`src/rtl/cc_pkg.sv`:
```
package cc_pkg;
    localparam int NUM_FLAGS = 4;
    localparam int COND_W    = 4;

    typedef struct packed {
        logic n;
        logic z;
        logic v;
        logic c;
    } flags_t;

    typedef enum logic [COND_W-1:0] {
        C_ALWAYS = 4'h0, C_NEVER = 4'h1,
        C_ZSET   = 4'h2, C_ZCLR  = 4'h3,
        C_CSET   = 4'h4, C_CCLR  = 4'h5,
        C_NSET   = 4'h6, C_NCLR  = 4'h7,
        C_VSET   = 4'h8, C_VCLR  = 4'h9,
        C_SLT    = 4'hA, C_SGE   = 4'hB,
        C_SLE    = 4'hC, C_SGT   = 4'hD,
        C_ULE    = 4'hE, C_UGT   = 4'hF
    } cond_e;

    typedef struct packed {
        flags_t flags;
    } ccr_state_t;
endpackage

```
`src/rtl/cc_flag_reg.sv`:
```
module cc_flag_reg
    import cc_pkg::*;
(
    input  logic   clk,
    input  logic   rst_n,
    input  logic   wr_en,
    input  flags_t wr_flags,
    output flags_t flags_q
);
    ccr_state_t state_d, state_q;

    always_comb begin
        state_d = state_q;
        if (wr_en) begin
            state_d.flags = wr_flags;
        end
    end

    always_ff @(posedge clk or negedge rst_n) begin
        if (!rst_n) begin
            state_q <= '0;
        end else begin
            state_q <= state_d;
        end
    end

    assign flags_q = state_q.flags;

    AST_FLAG_LOAD: assert property (@(posedge clk) disable iff (!rst_n)
        wr_en |=> (flags_q == $past(wr_flags)));
    AST_FLAG_HOLD: assert property (@(posedge clk) disable iff (!rst_n)
        !wr_en |=> $stable(flags_q));
endmodule

```
`src/rtl/cc_cond_eval.sv`:
```
module cc_cond_eval
    import cc_pkg::*;
(
    input  flags_t            flags,
    input  logic [COND_W-1:0] cond,
    output logic              taken
);
    localparam int NUM_PAIRS = (1 << COND_W) / 2;

    logic [NUM_PAIRS-1:0] pair_base;
    logic                 slt;

    assign slt = flags.n ^ flags.v;

    // positive sense of each complementary pair; index = cond[3:1]
    always_comb begin
        pair_base[0] = 1'b1;
        pair_base[1] = flags.z;
        pair_base[2] = flags.c;
        pair_base[3] = flags.n;
        pair_base[4] = flags.v;
        pair_base[5] = slt;
        pair_base[6] = flags.z | slt;
        pair_base[7] = flags.c | flags.z;
    end

    assign taken = pair_base[cond[COND_W-1:1]] ^ cond[0];

    always_comb begin
        if (cond == C_ALWAYS) AST_ALWAYS_TAKEN: assert (taken);
        if (cond == C_NEVER)  AST_NEVER_TAKEN:  assert (!taken);
        if (cond == C_UGT && flags.c) AST_UGT_CARRY: assert (!taken);
        if (cond == C_SLE && flags.z) AST_SLE_ZERO:  assert (taken);
    end
endmodule

```
`src/rtl/cc_branch_unit.sv`:
```
module cc_branch_unit
    import cc_pkg::*;
(
    input  logic              clk,
    input  logic              rst_n,
    input  logic              set_flags_i,
    input  logic              alu_n_i,
    input  logic              alu_z_i,
    input  logic              alu_v_i,
    input  logic              alu_c_i,
    input  logic [COND_W-1:0] cond_i,
    output logic [NUM_FLAGS-1:0] flags_o,
    output logic              taken_o
);
    flags_t in_flags, stored;

    assign in_flags = '{n: alu_n_i, z: alu_z_i, v: alu_v_i, c: alu_c_i};

    cc_flag_reg u_reg (
        .clk      (clk),
        .rst_n    (rst_n),
        .wr_en    (set_flags_i),
        .wr_flags (in_flags),
        .flags_q  (stored)
    );

    cc_cond_eval u_eval (
        .flags (stored),
        .cond  (cond_i),
        .taken (taken_o)
    );

    assign flags_o = stored;

    AST_BRANCH_OLD_FLAGS: assert property (@(posedge clk) disable iff (!rst_n)
        (set_flags_i && cond_i == C_ZSET) |-> (taken_o == flags_o[2]));
endmodule

```
`config.mk`:
```
export PLATFORM = sky130hd
export DESIGN_NAME = cc_branch_unit
export DESIGN_NICKNAME = d
export VERILOG_FILES = /design/src/rtl/cc_pkg.sv /design/src/rtl/cc_flag_reg.sv /design/src/rtl/cc_cond_eval.sv /design/src/rtl/cc_branch_unit.sv
export SDC_FILE = /design/constraint.sdc
export NUM_CORES = 1
export LEC_CHECK = 0
export BUFFER_PORTS_ARGS = -buffer_cell sky130_fd_sc_hd__buf_2
export CAP_MARGIN = 20
export CORE_AREA = 2 2 39 41
export DETAILED_ROUTE_END_ITERATION = 10
export DIE_AREA = 0 0 41 43
export GPL_TIMING_DRIVEN = 0
export SYNTH_ARGS = -nofsm -noshare
export SYNTH_HDL_FRONTEND = slang
export SYNTH_SLANG_ARGS = --single-unit
```
`constraint.sdc`:
```
create_clock -name clk -period 1.1 [get_ports clk]
set_input_delay 0.11 -clock clk [delete_from_list [all_inputs] [get_ports clk]]
set_output_delay 0.11 -clock clk [all_outputs]
set_load 0.05 [all_outputs]
```
======== Word level (Yosys, flattened, before mapping) ========
Cells that the tools add are included.
word-level totals
  bits in registers ....................... 4
  input port bits ......................... 11
  logic and storage cells ................. 11
operators by class
  bitwise gates (word level) .............. 4
  $lt $le $gt $ge ......................... 1
  mux-type cells .......................... 2
operator list
  kind                                                         number
  less-than comparator 3 x 4 -> 1 bit (second input constant)  1
  binary-select mux 1 bit (select 3 bit)                       1
  OR 1 bit                                                     2
  bitwise XOR 1 bit                                            2
  two-way mux 1 bit                                            1

======== Longest topological paths before layout ========
Gate-level depths: netlist (run 1).
  depth after elaboration ................. 5
  mapped depth ............................ 4

======== Cells and area by module ========
A second synthesis (run 1) with hierarchy kept.
unflattened totals
  cell total of the unflattened synthesis .. 22
  area total of the unflattened synthesis .. 242.7 um^2
by module, submodules not included
  module        cells each  area an instance (um^2)  times used
  cc_flag_reg   8           145.1                    1
  cc_cond_eval  14          97.6                     1

======== Worst setup path before layout (run 1) ========
Ideal clock, no wire load.
  path kind ............................... flip-flop to output port
  start point ............................. reg u_reg.state_q (netlist bit u_reg.flags_q[3])
  end point ............................... out taken_o
  cell stages (with the launch flop) ...... 5
  required time ........................... 990 ps
  path slack .............................. -967 ps
  buffers on the path ..................... 0
  arrival ................................. 1957 ps
  path through ............................ dfrtp_1 -> mux2i_1 -> a211oi_1 -> a31oi_1 -> xnor2_1
on the way
  cells in the longest elaborated chain, start to end .. 5
ends and longest elaborated chain
  element                                      line                  source
  start: declaration                           cc_flag_reg.sv:10     ccr_state_t state_d, state_q;
  start signal: assignment                     cc_flag_reg.sv:23     state_q <= state_d;
  bitwise XOR 1 bit                            cc_cond_eval.sv:13    assign slt = flags.n ^ flags.v;
  OR 1 bit                                     cc_cond_eval.sv:23    pair_base[6] = flags.z | slt;
  binary-select mux 1 bit (select 3 bit) (*)   cc_cond_eval.sv:27    assign taken = pair_base[cond[COND_W-1:1]] ^ cond[0];
  two-way mux 1 bit (implied by the code) (*)  cc_cond_eval.sv:27
  bitwise XOR 1 bit (*)                        cc_cond_eval.sv:27
  end: declaration                             cc_branch_unit.sv:13  output logic taken_o
Mark *: on every way between the ends. The rest lies on a longest branch, timed or not. The select of a mux whose other input is x is not followed.

======== Worst setup path after layout (run 1) ========
  start point ............................. reg u_reg.state_q (netlist bit u_reg.flags_q[2])
  end point ............................... out taken_o
on the way
  cells in the longest elaborated chain, start to end .. 4
ends and longest elaborated chain
  element                                      line
  OR 1 bit, on equally long branches           cc_cond_eval.sv:23, cc_cond_eval.sv:24
  binary-select mux 1 bit (select 3 bit) (*)   cc_cond_eval.sv:27
  two-way mux 1 bit (implied by the code) (*)  cc_cond_eval.sv:27
  bitwise XOR 1 bit (*)                        cc_cond_eval.sv:27
Marked as above.

==> results of run 1 <==
==> cells by family after synthesis <==
logic type,Yosys count,synth area share (%)
AO/OA/AOI/OAI,5,14.5
AND/OR/NAND/NOR,4,14.0
XOR/XNOR,2,7.26
multiplexers,5,22.8
flip-flops,4,41.5
==> report_power, final <==
group	switching, W	total, W	internal [W]
Combinational	0.000124	0.000206	0.0000820
Sequential	0.0000218	0.000188	0.000166
Clock	0.0000619	0.000184	0.000122
Total	0.000207	0.000577	0.000370
==> critical path: cells and delay by family (launching register included) <==
kind | cells | cell delay (ps)
flops | 1 | 420
simple gates | 1 | 290
compound gates | 2 | 210
buf+inv | 1 | 170
xor+xnor | 1 | 130
==> final timing paths <==
check,from,end,slack (ps),cells past startpoint
setup reg to reg,u_reg.flags_q[1],u_reg.flags_q[1],260,1
hold / removal,alu_c_i,u_reg.flags_q[0],90,2
hold reg to reg,u_reg.flags_q[0],u_reg.flags_q[0],540,1
max in group asynchronous,rst_n,u_reg.flags_q[0],770,2
min in group asynchronous,rst_n,u_reg.flags_q[3],200,2
setup / recovery,u_reg.flags_q[2],taken_o,-470,5
==> placed cells by master, fill, tap and decap left out <==
| cell type | instances |
|---|---|
| xnor2_1 | 1 |
| mux2_1 | 2 |
| and4bb_1 | 1 |
| dfrtp_2 | 4 |
| mux2_2 | 2 |
| o21bai_2 | 1 |
| buf_6 | 1 |
| buf_2 | 14 |
| nor3b_1 | 1 |
| xnor2_2 | 1 |
| a21oi_2 | 2 |
| dlygate4sd3_1 | 1 |
| a211oi_1 | 1 |
| mux2i_1 | 1 |
| clkbuf_4 | 3 |
| a31oi_2 | 1 |
| and3_1 | 1 |
| nor3b_2 | 1 |
==> per-layer routing <==
metal	vias to the layer above	global-route usage, %	share of wire [%]
met5	-	0	0
met3	4	1.57	15
met2	18	10.9	39
li1	117	-	-
met1	113	7.87	42
met4	0	10.0	4.3
==> through the flow <==
step	cells	utilization, %	power (W)	TNS [ps]	hold WS (ps)
final	55	29.4	0.000577	-472	92.8
after global routing	55	29.4	0.000608	-540	100
after CTS	55	29.4	0.000590	-496	85.1
after detailed placement	51	25.2	0.000373	-373	-81.0
after global placement	51	25.2	0.000371	-374	-81.4
after floorplan	20	-	0.000316	-530	-186
==> cell type report <==
| cell class | count | area share, % |
|---|---|---|
| Multi-Input combinational cell | 16 | 41.2 |
| Clock buffer | 3 | 5.54 |
| Tap cell | 16 | 4.92 |
| Timing Repair Buffer | 16 | 22.5 |
| Sequential cell | 4 | 25.8 |
==> repair_timing <==
item | in CTS | in global routing
hold endpoints to repair | 4 | 0
pin swaps | 3 | 0
gates resized for setup | 6 | 0
endpoints found under the setup margin | 1 | 1
hold buffers | 1 | 0
==> metrics.yaml, run 1 <==
die:
  die_h_um: 43
  die_x_um: 41
  initial_utilization_pct: 17.5
  core_area_sq_mm: 0.00138
  row_count: 14
  ios: 16
  die-area_sq_mm: 0.00176
clock_tree:
  h-tree-depth: 1
  numCtsBuffers: 3
  cts_tree: "done"
  path_clk_slew_ps: 40
  clock_latency_ps: 230
  clockRootBuffer: "clkbuf_4"
  cts_post_setup_buffers_inserted: 0
  cts_sinks: 4
  clockBufferDepth: 2
outcome:
  status: "finished with violations"
  violations: "negative setup slack"
setup_path:
  cp.arrival_ps: 1460
  cp_cell_sequence: "and4bb_1, a21oi_2, a31oi_2, xnor2_2, buf_6"
  crit_path_top_delay_cell: "dfrtp_2"
  end_kind: "output pin"
  cp.required_ps: 990
  slowest_delay_ps: 420
  critPathKind: "reg2out"
  cp-start-kind: "register"
  cp_max_fo: 5
routing:
  dr_total_vias: 252
  viasPerCell: 4.58
  wl_um: 580
  drc: 0
  wl_per_cell_um: 10.5
  ant_nets: 0
  first_iter_violations: 0
  dr.pass1.iters: 1
layout:
  drive_gt1_share_pct: 76.9
  largest_register_ff_count: 4
  multi_input_area_sq_um: 168
  syn2layout_area_growth_pct: 68.4
  fillers: 146
  antenna_cells: 0
  regArea_sq_um: 105
  fin_nets: 52
  fin_area_sq_um: 407
logic_synthesis:
  synthCells: 20
  ys_ff_latch: 4
  synthArstFlopShare_pct: 100
  syn_nets: 31
  synth_edf_count: 0
  synthTopCellsByArea: "dfrtp_1, mux2_1, mux2_2"
  ys_warn_count: 0
  yosysMostFrequentCell: "dfrtp_1"
  synth_top_cell_by_area: "dfrtp_1"
  avgSynthCellArea_sq_um: 12.1
  ys.flop_type: "dfrtp_1"
  ys_seq_area_share_pct: 41.5
  netlist.area_leader.share_pct: 41.5
  synth.distinct_cells: 12
  syn_area_sq_um: 241
timing:
  finalHoldViolCount: 0
  fin_crit_ps: 1570
  finalWorstSetupSlack_ps: -472
  skew_ps: 0
  setup_viol: 1
  timing.fmax_ghz: 0.636
  slew_violations: 0
  final.period_utilization_pct: 143
  rsz0062_at_grt: "true"
  relSlewSlack_pct: 82.6
  worst_pin_slew_ps: 260
worst_hold_path:
  hp-class: "in2reg"
placed_design:
  numPortBuffers: 15
  gp_congestion: 0.577
  pre_cts_ws_ps: -373
  post_dp_cell_area_sq_um: 349
power_and_ir_drop:
  p_leak_nw: 0.180
  vdd_drop_max_uv: 479
  pwr_density_cell_mw_per_mm2: 1420
global_routing:
  grt_usage_pct: 7.78
  grt_max_degree: 7
  globalRoute.totalOverflow: 0
  grt_pass1_wl_um: 855
  grt_pass1_vias: 227
  antenna_found_initial: 0
run:
  maxCapViolations: 0
No activity file was read; power rests on OpenSTA's default activity.
==> run 2: changes to the inputs <==
- CTS_BUF_LIST: unset -> sky130_fd_sc_hd__clkbuf_2 sky130_fd_sc_hd__clkbuf_4 sky130_fd_sc_hd__clkbuf_8
- PLACE_DENSITY: unset -> 0.54
==> run 2 against run 1 <==
Compared with the run above:
- the run still ends with negative setup slack left
- critical path depth stayed put
- routed wire length grew 5.3%
- via count is 0.79% lower
- combinational power rose by 2%
==> metrics.yaml, run 2 (same netlist as run 1, synthesis figures left out) <==
timing:
  whs_ps: 98.2
  finalHoldViolCount: 0
  skew_ps: 0
  rsz0062_at_grt: "true"
  fin_crit_ps: 1590
  slew_violations: 0
  timing.fmax_ghz: 0.630
  relSlewSlack_pct: 83.4
  worst_pin_slew_ps: 251
  finalWorstSetupSlack_ps: -486
  setup_viol: 1
  final.period_utilization_pct: 144
  tns_ps: -486
setup_path:
  regToRegSetupSlack_ps: 260
  r2r_start: "u_reg.flags_q[1]"
  end_kind: "output pin"
  cp.required_ps: 990
  rr_worst_depth: 1
  cp-start-kind: "register"
  cp_max_fo: 5
  critPathKind: "reg2out"
  cp.arrival_ps: 1480
  rr_endpoint: "u_reg.flags_q[1]"
layout:
  antenna_cells: 0
  drive_gt1_share_pct: 79.5
  final_cell_count_no_fill: 55
  syn2layout_area_growth_pct: 70.5
  largest_register_ff_count: 4
  mostFrequentLayoutCell: "buf_2"
  final_cell_mix: "buf_2, dfrtp_2, clkbuf_4"
  multi_input_area_sq_um: 173
  fin_nets: 52
  regArea_sq_um: 105
  fillers: 153
routing:
  wl_um: 611
  drc: 0
  first_iter_violations: 0
  dr_total_vias: 250
  dr.pass1.iters: 1
  wl_per_cell_um: 11.1
  ant_nets: 0
  viasPerCell: 4.55
power_and_ir_drop:
  p_comb_share_pct: 36.6
  pwr_density_cell_mw_per_mm2: 1400
  p_seq_share_pct: 32.7
  power_frac_clock_pct: 30.7
  p_leak_nw: 0.181
  p_int_w: 0.000371
  swShare_pct: 35.5
  total_power_w: 0.000575
  vdd_drop_max_uv: 484
  switchingPower_w: 0.000204
worst_hold_path:
  min_path_cells: 2
  min_from: "alu_c_i"
  min_to: "u_reg.flags_q[0]"
  hp-class: "in2reg"
die:
  initial_utilization_pct: 17.5
  die_x_um: 41
  core_area_sq_mm: 0.00138
  die_h_um: 43
  die-area_sq_mm: 0.00176
  ios: 16
  row_count: 14
global_routing:
  globalRoute.totalOverflow: 0
  grt_pass1_wl_um: 1000
  antenna_found_initial: 0
  grt_pass1_vias: 260
  grt_max_degree: 7
  grt_usage_pct: 8.66
clock_tree:
  cts_post_setup_buffers_inserted: 0
  h-tree-depth: 1
  cts_sinks: 4
  path_clk_slew_ps: 40
  cts_tree: "done"
  numCtsBuffers: 3
  clockBufferDepth: 2
  clockRootBuffer: "clkbuf_4"
  clock_latency_ps: 230
placed_design:
  numPortBuffers: 15
  gp_congestion: 0.554
  pre_cts_ws_ps: -366
  dp.cells: 51
run:
  maxCapViolations: 0
outcome:
  violations: "negative setup slack"
  status: "finished with violations"
## run 2: cell count changes in the layout (fill, tap and decap cells not counted)
cell      delta
a211oi_1     -1
a211oi_2     +1
## run 2: worst max path at each step
stage                     start  endpoint  slack, ps
2_1_floorplan  u_reg.flags_q[0]   taken_o       -530
3_3_place_gp   u_reg.flags_q[0]   taken_o       -380
3_5_place_dp   u_reg.flags_q[0]   taken_o       -370
4_1_cts        u_reg.flags_q[2]   taken_o       -520
5_1_grt        u_reg.flags_q[3]   taken_o       -560
6_report       u_reg.flags_q[2]   taken_o       -490
## run 2: power by group through the flow
| stage | sequential, W | combinational, W | clock (W) |
|---|---|---|---|
| after global placement | 0.000187 | 0.000184 | 0 |
| final | 0.000188 | 0.000211 | 0.000176 |
| after floorplan | 0.000236 | 0.0000802 | 0 |
| after global routing | 0.000191 | 0.000225 | 0.000193 |
| after CTS | 0.000186 | 0.000206 | 0.000186 |
| after detailed placement | 0.000188 | 0.000187 | 0 |
## run 2: stage by stage
| step | utilization, % | area, sq um |
|---|---|---|
| 2_1_floorplan | - | 254 |
| 5_1_grt | 29.7 | 412 |
| 6_report | 29.7 | 412 |
| 3_3_place_gp | 25.2 | 349 |
| 3_5_place_dp | 25.2 | 349 |
| 4_1_cts | 28.8 | 398 |
## run 2: area by class of cell
class | count | share of cell area (%)
multi-input cells | 16 | 41.9
repair buffers | 16 | 22.2
well taps | 16 | 4.86
flip-flops and latches | 4 | 25.5
clock buffers | 3 | 5.47
## run 2: worst max-delay path: stages (launching register included)
cell      delay, ps
dfrtp_2         430
and4bb_1        290
a21oi_2          40
a31oi_2         170
xnor2_2         140
buf_6           170
## run 2: what timing repair did
item,CTS,global route
resized for setup,4,3
hold endpoints to repair,4,0
pin swaps,3,2
setup endpoints to repair,1,1
gates cloned,0,0
hold buffers,1,0
## run 2: layer usage
metal	track usage, %	vias to the layer above	part of all wire [%]
li1	-	116	-
met1	9.42	118	43
met2	13.1	16	45
met3	3.14	0	11
met4	6.00	0	0
met5	0	-	0
